File: config.mk
export PLATFORM = sky130hd
export DESIGN_NAME = i2c_status_master
export DESIGN_NICKNAME = d
export VERILOG_FILES = /design/src/rtl/i2cm_pkg.sv /design/src/rtl/i2cm_ctrl.sv /design/src/rtl/i2cm_dp.sv /design/src/rtl/i2c_status_master.sv
export SDC_FILE = /design/constraint.sdc
export NUM_CORES = 1
export LEC_CHECK = 0
export BUFFER_PORTS_ARGS = -buffer_cell sky130_fd_sc_hd__buf_2
export CAP_MARGIN = 0
export CORE_MARGIN = 10
export CORE_UTILIZATION = 48
export CTS_CLUSTER_SIZE = 28
export DETAILED_ROUTE_END_ITERATION = 8
export GPL_TIMING_DRIVEN = 1
export HOLD_SLACK_MARGIN = 0.03
export PLACE_DENSITY = 0.79
export SETUP_SLACK_MARGIN = 0.02
export SLEW_MARGIN = 15
export SYNTH_ARGS = -nofsm -noshare
export SYNTH_HDL_FRONTEND = slang
export SYNTH_SLANG_ARGS = --single-unit
File: constraint.sdc
create_clock -name clk -period 1.8 [get_ports clk]
set_clock_uncertainty 0.1 [all_clocks]
set_input_delay 0.54 -clock clk [delete_from_list [all_inputs] [get_ports clk]]
set_output_delay 0.54 -clock clk [all_outputs]
set_load 0.005 [all_outputs]
File: src/rtl/i2cm_pkg.sv
package i2cm_pkg;
  localparam int BYTE_W = 8;

  // register indices
  localparam logic [1:0] REG_DATA = 2'd0;
  localparam logic [1:0] REG_CTRL = 2'd1;
  localparam logic [1:0] REG_STAT = 2'd2;
  localparam logic [1:0] REG_RST  = 2'd3;

  // posted status codes
  localparam logic [7:0] SC_START   = 8'h08;
  localparam logic [7:0] SC_RSTART  = 8'h10;
  localparam logic [7:0] SC_AW_ACK  = 8'h18;
  localparam logic [7:0] SC_AW_NAK  = 8'h20;
  localparam logic [7:0] SC_DW_ACK  = 8'h28;
  localparam logic [7:0] SC_DW_NAK  = 8'h30;
  localparam logic [7:0] SC_AR_ACK  = 8'h40;
  localparam logic [7:0] SC_AR_NAK  = 8'h48;
  localparam logic [7:0] SC_DR_ACK  = 8'h50;
  localparam logic [7:0] SC_DR_NAK  = 8'h58;
  localparam logic [7:0] SC_IDLE    = 8'hF8;

  typedef enum logic [2:0] {
    ST_IDLE, ST_START, ST_RSTART, ST_XFER, ST_STOP, ST_HOLD
  } busState_t;

  // strobes from the control FSM to the datapath
  typedef struct packed {
    logic clear;
    logic loadTx;
    logic sampleBit;
    logic shiftBit;
    logic sampleAck;
    logic doneStart;
    logic doneRstart;
    logic doneXfer;
    logic doneStop;
  } dpStrobe_t;
endpackage

File: src/rtl/i2cm_ctrl.sv
module i2cm_ctrl
  import i2cm_pkg::*;
#(
  parameter bit IFLG_W1C = 1'b0
) (
  input  logic       clk,
  input  logic       rstN,
  input  logic       sclTick,
  input  logic       ctrlWr,
  input  logic       softRst,
  input  logic [7:2] ctrlBits,
  input  logic       txMsb,
  input  logic       rxNext,
  output dpStrobe_t  st,
  output logic       iflg,
  output logic       ackCfg,
  output logic       enCfg,
  output logic       intCfg,
  output logic       xferRx,
  output logic       xferAck,
  output logic       sclLow,
  output logic       sdaLow
);
  localparam int CNT_W = $clog2(BYTE_W + 1);
  localparam logic [CNT_W-1:0] LAST_BIT = CNT_W'(BYTE_W);

  busState_t        state;
  logic [1:0]       phase;
  logic [CNT_W-1:0] bitCnt;

  logic iflgAfter, goStart, goHoldLaunch, stepEnd, sampleNow, lastBit;

  assign iflgAfter    = IFLG_W1C ? (iflg & ~ctrlBits[3]) : (iflg & ctrlBits[3]);
  assign goStart      = ctrlWr && ctrlBits[6] && ctrlBits[5] && state == ST_IDLE;
  assign goHoldLaunch = ctrlWr && ctrlBits[6] && !iflgAfter && state == ST_HOLD;
  assign stepEnd      = sclTick && phase == 2'd3;
  assign sampleNow    = sclTick && phase == 2'd2;
  assign lastBit      = bitCnt == LAST_BIT;

  always_ff @(posedge clk or negedge rstN) begin
    if (!rstN) begin
      state <= ST_IDLE; phase <= 2'd0; bitCnt <= '0; iflg <= 1'b0;
      ackCfg <= 1'b0; enCfg <= 1'b0; intCfg <= 1'b0;
      xferRx <= 1'b0; xferAck <= 1'b0;
    end else if (softRst) begin
      state <= ST_IDLE; phase <= 2'd0; bitCnt <= '0; iflg <= 1'b0;
      ackCfg <= 1'b0; enCfg <= 1'b0; intCfg <= 1'b0;
      xferRx <= 1'b0; xferAck <= 1'b0;
    end else begin
      if (ctrlWr) begin
        ackCfg <= ctrlBits[2];
        enCfg  <= ctrlBits[6];
        intCfg <= ctrlBits[7];
        iflg   <= iflgAfter;
      end
      unique case (state)
        ST_IDLE: if (goStart) begin state <= ST_START; phase <= 2'd0; end
        ST_HOLD: if (goHoldLaunch) begin
          phase <= 2'd0;
          if (ctrlBits[5])      state <= ST_RSTART;
          else if (ctrlBits[4]) state <= ST_STOP;
          else begin
            state   <= ST_XFER;
            bitCnt  <= '0;
            xferRx  <= rxNext;
            xferAck <= ctrlBits[2];
          end
        end
        default: if (sclTick) begin
          phase <= phase + 2'd1;
          if (stepEnd) begin
            if (state == ST_STOP) state <= ST_IDLE;
            else if (state == ST_XFER && !lastBit) bitCnt <= bitCnt + CNT_W'(1);
            else begin state <= ST_HOLD; iflg <= 1'b1; end
          end
        end
      endcase
    end
  end

  always_comb begin
    st            = '0;
    st.clear      = softRst;
    st.loadTx     = goHoldLaunch && !ctrlBits[5] && !ctrlBits[4];
    st.sampleBit  = state == ST_XFER && sampleNow && !lastBit;
    st.shiftBit   = state == ST_XFER && stepEnd && !lastBit;
    st.sampleAck  = state == ST_XFER && sampleNow && lastBit;
    st.doneStart  = state == ST_START && stepEnd;
    st.doneRstart = state == ST_RSTART && stepEnd;
    st.doneXfer   = state == ST_XFER && stepEnd && lastBit;
    st.doneStop   = state == ST_STOP && stepEnd;
  end

  // open-drain line pattern per step and quarter phase
  always_comb begin
    sclLow = 1'b0;
    sdaLow = 1'b0;
    unique case (state)
      ST_HOLD:   sclLow = 1'b1;
      ST_START:  begin sdaLow = phase != 2'd0; sclLow = phase[1]; end
      ST_RSTART: begin sclLow = phase == 2'd0 || phase == 2'd3; sdaLow = phase[1]; end
      ST_STOP:   begin sclLow = phase == 2'd0; sdaLow = !phase[1]; end
      ST_XFER: begin
        sclLow = phase == 2'd0 || phase == 2'd3;
        sdaLow = lastBit ? (xferRx & xferAck) : (!xferRx & !txMsb);
      end
      default: ;
    endcase
  end

  // a posted flag keeps the clock line pulled low
  a_r9_hold_scl: assert property (@(posedge clk) disable iff (!rstN)
    iflg |-> sclLow);
  // a STOP step never posts the flag
  a_r8_stop_no_flag: assert property (@(posedge clk) disable iff (!rstN)
    state == ST_STOP |=> !iflg);
endmodule

File: src/rtl/i2cm_dp.sv
module i2cm_dp
  import i2cm_pkg::*;
(
  input  logic              clk,
  input  logic              rstN,
  input  dpStrobe_t         st,
  input  logic              dataWr,
  input  logic [BYTE_W-1:0] wrData,
  input  logic              sdaIn,
  input  logic              xferRx,
  input  logic              xferAck,
  output logic              txMsb,
  output logic              rxNext,
  output logic [7:0]        status,
  output logic [BYTE_W-1:0] rxByte
);
  logic [BYTE_W-1:0] txByte, shiftReg;
  logic sampled, ackSeen, isAddr, isRead;

  assign txMsb  = shiftReg[BYTE_W-1];
  assign rxNext = status == SC_AR_ACK || status == SC_DR_ACK;

  always_ff @(posedge clk or negedge rstN) begin
    if (!rstN) begin
      txByte <= '0; shiftReg <= '0; rxByte <= '0; status <= SC_IDLE;
      sampled <= 1'b0; ackSeen <= 1'b0; isAddr <= 1'b0; isRead <= 1'b0;
    end else if (st.clear) begin
      txByte <= '0; shiftReg <= '0; rxByte <= '0; status <= SC_IDLE;
      sampled <= 1'b0; ackSeen <= 1'b0; isAddr <= 1'b0; isRead <= 1'b0;
    end else begin
      if (dataWr) txByte <= wrData;
      if (st.loadTx) begin
        shiftReg <= txByte;
        isAddr   <= status == SC_START || status == SC_RSTART;
        isRead   <= txByte[0];
      end
      if (st.sampleBit) sampled  <= sdaIn;
      if (st.shiftBit)  shiftReg <= {shiftReg[BYTE_W-2:0], sampled};
      if (st.sampleAck) ackSeen  <= !sdaIn;
      if (st.doneStart)  status <= SC_START;
      if (st.doneRstart) status <= SC_RSTART;
      if (st.doneStop)   status <= SC_IDLE;
      if (st.doneXfer) begin
        if (xferRx) begin
          rxByte <= shiftReg;
          status <= xferAck ? SC_DR_ACK : SC_DR_NAK;
        end else if (isAddr) begin
          if (isRead) status <= ackSeen ? SC_AR_ACK : SC_AR_NAK;
          else        status <= ackSeen ? SC_AW_ACK : SC_AW_NAK;
        end else begin
          status <= ackSeen ? SC_DW_ACK : SC_DW_NAK;
        end
      end
    end
  end

  // received byte moves only when a receive completes or on soft reset
  a_r6_rx_stable: assert property (@(posedge clk) disable iff (!rstN)
    !(st.doneXfer && xferRx) && !st.clear |=> $stable(rxByte));
  // posted status moves only on a step completion or soft reset
  a_r9_status_stable: assert property (@(posedge clk) disable iff (!rstN)
    !(st.doneStart || st.doneRstart || st.doneXfer || st.doneStop || st.clear)
    |=> $stable(status));
  // at most one step completes per cycle
  a_r2_one_done: assert property (@(posedge clk) disable iff (!rstN)
    $onehot0({st.doneStart, st.doneRstart, st.doneXfer, st.doneStop}));
endmodule

File: src/rtl/i2c_status_master.sv
module i2c_status_master
  import i2cm_pkg::*;
#(
  parameter bit IFLG_W1C = 1'b0
) (
  input  logic       clk,
  input  logic       rstN,
  input  logic       sclTick,
  input  logic [1:0] regSel,
  input  logic       regWr,
  input  logic [7:0] regWrData,
  output logic [7:0] regRdData,
  output logic       irq,
  output logic       sclDriveLow,
  output logic       sdaDriveLow,
  input  logic       sdaIn
);
  dpStrobe_t         st;
  logic              ctrlWr, dataWr, softRst;
  logic              iflg, ackCfg, enCfg, intCfg, xferRx, xferAck, txMsb, rxNext;
  logic [7:0]        status;
  logic [BYTE_W-1:0] rxByte;

  assign ctrlWr  = regWr && regSel == REG_CTRL;
  assign dataWr  = regWr && regSel == REG_DATA;
  assign softRst = regWr && regSel == REG_RST;

  i2cm_ctrl #(.IFLG_W1C(IFLG_W1C)) uCtrl (
    .clk(clk), .rstN(rstN), .sclTick(sclTick), .ctrlWr(ctrlWr),
    .softRst(softRst), .ctrlBits(regWrData[7:2]), .txMsb(txMsb),
    .rxNext(rxNext), .st(st), .iflg(iflg), .ackCfg(ackCfg), .enCfg(enCfg),
    .intCfg(intCfg), .xferRx(xferRx), .xferAck(xferAck),
    .sclLow(sclDriveLow), .sdaLow(sdaDriveLow)
  );

  i2cm_dp uDp (
    .clk(clk), .rstN(rstN), .st(st), .dataWr(dataWr), .wrData(regWrData),
    .sdaIn(sdaIn), .xferRx(xferRx), .xferAck(xferAck), .txMsb(txMsb),
    .rxNext(rxNext), .status(status), .rxByte(rxByte)
  );

  always_comb begin
    unique case (regSel)
      REG_DATA: regRdData = rxByte;
      REG_CTRL: regRdData = {intCfg, enCfg, 2'b00, iflg, ackCfg, 2'b00};
      REG_STAT: regRdData = status;
      default:  regRdData = 8'h00;
    endcase
  end

  assign irq = iflg & intCfg;
endmodule

; Word-level counts from Yosys, hierarchy flattened
; Cells that the tools add are included.
; Widths: inputs -> output; s select.
[word_totals]
regBits = 51
out_inout_bits = 11
inputBits = 15
[classes]
reduce_logical = 60
n_eq_ne = 24
bitwise = 4
mux = 79
addsub = 2
[ops]
columns = cell, count
row1 = $mux 8, 16
row2 = $mux 4, 10
row3 = $mux 1, 32
row4 = $mux 3, 9
row5 = $pmux 8 s3, 1
row6 = $logic_and 1x1->1, 22
row7 = $reduce_bool 2->1, 10
row8 = $eq 8x7->1 const B, 2
row9 = $reduce_bool 3->1, 4
row10 = $ne 3x2->1 const B, 3
row11 = $eq 2x2->1 const B, 4
row12 = $eq 8x4->1 const B, 1
row13 = $eq 8x5->1 const B, 1
row14 = $logic_not 1->1, 8
row15 = $mux 2, 4
row16 = $pmux 1 s4, 2
row17 = $pmux 4 s2, 1
row18 = $reduce_and 8->1, 1
row19 = $reduce_bool 4->1, 2
row20 = $eq 3x2->1 const B, 2
row21 = $eq 3x3->1 const B, 2
row22 = $mux 6, 1
row23 = $ne 3x3->1 const B, 2
row24 = $pmux 3 s2, 1
row25 = 20 further kinds, 28

; Depth between registers and ports, before layout
[depth]
word_depth = 10
ltp_mapped = 8

; Hierarchy
; Synthesis repeated with hierarchy kept, for this count alone.
[unflattened]
hier_cells = 295
hier_area_um2 = 2825.2
[modules_own_cells]
columns = mod, cells_each, instances, seq_area_each_um2, area_per_inst_um2
row1 = i2cm_dp, 152, 1, 832.0, 1596.5
row2 = i2cm_ctrl, 120, 1, 375.4, 1036.0
row3 = i2c_status_master, 23, 1, 0.0, 192.7

; Worst setup path after synthesis
; OpenSTA, ideal clock, no wires.
[synth_path]
kind = register -> output
from = reg uCtrl.bitCnt[0]
to = out sdaDriveLow
slack_ns = -0.134
t_required_ns = 1.160
n_path_buf = 0
path_stages_with_launch = 6
arrival_ns = 1.294
path_cell_list = dfrtp_1 > inv_1 > ha_1 > nand3b_4 > nand3_1 > o311ai_0
[synth_via]
elab_chain_cells = 3
[synth_rtl]
columns = element, line_no
row1 = from (decl), i2cm_ctrl.sv:29  ; logic [CNT_W-1:0] bitCnt;
row2 = from (signal assigned), i2cm_ctrl.sv:73  ; else if (state == ST_XFER && !lastBit) bitCnt <= bitCnt + CNT_W'(1);
row3 = $eq 4x4->1, i2cm_ctrl.sv:38  ; assign lastBit = bitCnt == LAST_BIT;
row4 = $mux 1, i2cm_ctrl.sv:105  ; sdaLow = lastBit ? (xferRx & xferAck) : (!xferRx & !txMsb);
row5 = $pmux 1 s4, i2cm_ctrl.sv:98  ; unique case (state)
row6 = to (decl), i2c_status_master.sv:15  ; output logic sdaDriveLow,
; Every way passes these cells.

; Worst setup path after layout
[layout_path]
from = reg uCtrl.phase[0]
to = out sdaDriveLow
[layout_via]
elab_chain_cells = 2
[layout_rtl]
columns = element, line_no
row1 = from (decl), i2cm_ctrl.sv:28  ; logic [1:0] phase;
row2 = from (signal assigned), i2cm_ctrl.sv:70  ; phase <= phase + 2'd1;
row3 = $reduce_bool 2->1, i2cm_ctrl.sv:100  ; ST_START: begin sdaLow = phase != 2'd0; sclLow = phase[1]; end
row4 = $pmux 1 s4, i2cm_ctrl.sv:98
; Every way passes these cells.

==> flow_summary.ini <==
[worst_setup_path]
timing.rr.start = uCtrl.bitCnt[0]
worstPathRequired_ns = 1.16
r2r_slack_ns = -0.30
start_kind = register
worst_setup_path_end_kind = output pin
critPathArrivalTime_ns = 1.55
reg2reg_depth = 9
critical_path_class = reg2out
r2r-end = uDp.rxByte[3]
worstPathMaxFanout = 2

[logic_synthesis]
synth_flop_cell = dfrtp_1
netlist_area_sq_um = 2750
ys_types = 55
syn_avg_cell_area_sq_um = 9.51
async_reset_ff_share_pct = 100
ys_seq_area_share_pct = 43.9
synth_cells = 289
synth_seq_cells = 48
synth_nets = 311
synth_edf_count = 0
synth_warnings = 0

[clock_tree]
cts_sinks = 48
clkLatencyLatePin_ns = 0.31
clock_path_buffers = 2
ctsHoldBuffers = 0
clk_root_buffer_cell = clkbuf_8
cts-buffers-inserted = 5
h-tree-depth = 2
cts_tree = built
cts.clk_slew.worst_paths_ns = 0.10

[final_layout]
layout-drive-gt1-share_pct = 43.7
regArea_sq_um = 1210
final_nets = 392
area_growth_pct = 39.2
num-fill-cells = 380
layout_common_cells = buf_4, dfrtp_1, nor2_1
antenna_cells = 0
final_common_cell = buf_4
multiInputGateArea_sq_um = 1600

[power]
vdd_drop_max_mv = 0.556
p_leak_nw = 1.80
power_w = 0.00405
powerDensity_nw_per_um2 = 1060

[place]
dpl.hpwl_um = 5530
port_buffers = 25
gp_congestion = 0.893

[sta]
setup-violations-final = 36
clock.fmax_ghz = 0.458
finalWorstSetupSlack_ns = -0.386
hold_viol_final = 0
rsz0062_at_grt = yes
slew-limit-headroom_pct = 70.5
maxSlewViolCount = 0
tightest_slew_ns = 0.442
period_minus_slack_ns = 2.19
min_period_over_period_pct = 121
fin_tns_setup_ns = -6.03

[global_routing]
use_met2_pct = 30.5
grt_pass1_vias = 2642
grt_max_degree = 27
top_usage_layer = met2
grt_use_met1_pct = 22.6
grt_pass1_wl_um = 13100
grt_usage_pct = 18.0
grt_antenna_before_repair = 0
overflow = 0
gr-usage-met3_pct = 3.38

[run_status]
violations = negative setup slack
status = complete, but fails checks

[route]
drc = 0
wirelength_um = 8650
first_iter_violations = 273
drt.antenna.violating_nets = 0
firstDrtPassIters = 7
avgViaCountPerCell = 5.99
vias = 2654
wl_per_cell_um = 19.5

[floorplan]
pin_count = 26
start_util_pct = 49.6
rows = 27
core_region_area_sq_um = 5540
die_x_um = 95.7
die_area_sq_um = 9150
die_h_um = 95.7

[min_path]
min_path_type = in2async

[flow_run]
cap_violations = 0
==> sequential cells by signal, summed over array words and instances, names as in the netlist, 2 cells and up <==
register / count
uDp.txByte: 8
uDp.rxByte: 8
uDp.status: 5
uCtrl.phase: 2
uCtrl.bitCnt: 4
uCtrl.state: 3
uDp.shiftReg: 8
==> power by group <==
| part | leakage [nW] | switching, W | internal [W] | total, W |
|---|---|---|---|---|
| clock | 0.0687 | 0.000384 | 0.000559 | 0.000943 |
| combinational | 1.10 | 0.000827 | 0.000871 | 0.00170 |
| sequential | 0.630 | 0.000155 | 0.00125 | 0.00141 |
==> cells in the mapped netlist (3+ instances only) <==
cell,number,share of area (%)
dfrtp_1,43,39
a21oi_1,24,4.4
ha_1,7,3.2
nor2b_1,4,0.91
nand2b_1,8,1.8
inv_1,10,1.4
nand3_1,10,1.8
buf_2,7,1.3
clkbuf_1,5,0.68
mux2_1,3,1.2
nand2_1,23,3.1
o21ai_0,27,4.9
dfstp_2,5,4.8
a21oi_2,3,0.96
a22oi_1,9,2.5
a22o_1,8,2.5
a31oi_1,3,0.68
nor2_1,27,3.7
nor3_1,3,0.55
mux2i_1,14,5.1
==> stage by stage <==
step / std cells / utilization [%] / setup slack, ns / cell area (sq um) / hold slack [ns]
after detailed placement: 420 / 59.7 / -0.225 / 3310 / 0.395
after global placement: 420 / 59.7 / -0.172 / 3310 / 0.382
final: 443 / 69.1 / -0.386 / 3830 / 0.0631
after floorplan: 289 / - / -0.0350 / 2770 / 0.144
after CTS: 439 / 66.6 / -0.357 / 3690 / 0.0715
after global routing: 443 / 69.1 / -0.502 / 3830 / 0.0720
==> critical path: stages (launching register included) <==
cell and delay (ns):
dfrtp_1 0.40, inv_2 0.07, ha_2 0.17, nand2b_1 0.10, a21oi_1 0.07, a31oi_1 0.18
o311ai_2 0.12, buf_2 0.14
==> per-layer routing <==
layer	share of wire, %	vias to the layer above
li1	-	1208
met1	41	1286
met2	49	136
met3	6.5	24
met4	2.8	0
met5	0	-
==> worst max path at each step <==
stage / start / end / slack (ns) / cells after the start
global route: uCtrl.bitCnt[0] / sdaDriveLow / -0.50 / 7
global placement: regSel[1] / uCtrl.state[0] / -0.17 / 6
detailed placement: regSel[1] / uCtrl.state[1] / -0.22 / 6
finish: uCtrl.phase[0] / sdaDriveLow / -0.39 / 7
floorplan: regSel[1] / uCtrl.state[0] / -0.04 / 5
CTS: uCtrl.bitCnt[0] / sdaDriveLow / -0.36 / 7
==> layout make-up <==
class | count | area share [%]
Sequential cell | 48 | 31.6
Timing Repair Buffer | 91 | 19.6
Multi-Input combinational cell | 214 | 41.8
Inverter | 10 | 0.981
Clock inverter | 3 | 1.80
Clock buffer | 5 | 1.80
Tap cell | 72 | 2.35
==> cell families after synthesis <==
family,share of synthesized area (%)
mux,7.15
fa+ha+maj,3.19
buf+inv,4.96
compound gates,22.4
xor+xnor,0.319
simple gates,18.0
flops,43.9
==> timing repair <==
item | in CTS | in global routing
pin swaps | 22 | 15
resized for setup | 45 | 35
cloned | 3 | 0
setup endpoints to repair | 28 | 43
buffers inserted | 8 | 7
Power figures use the tool's default switching activity.
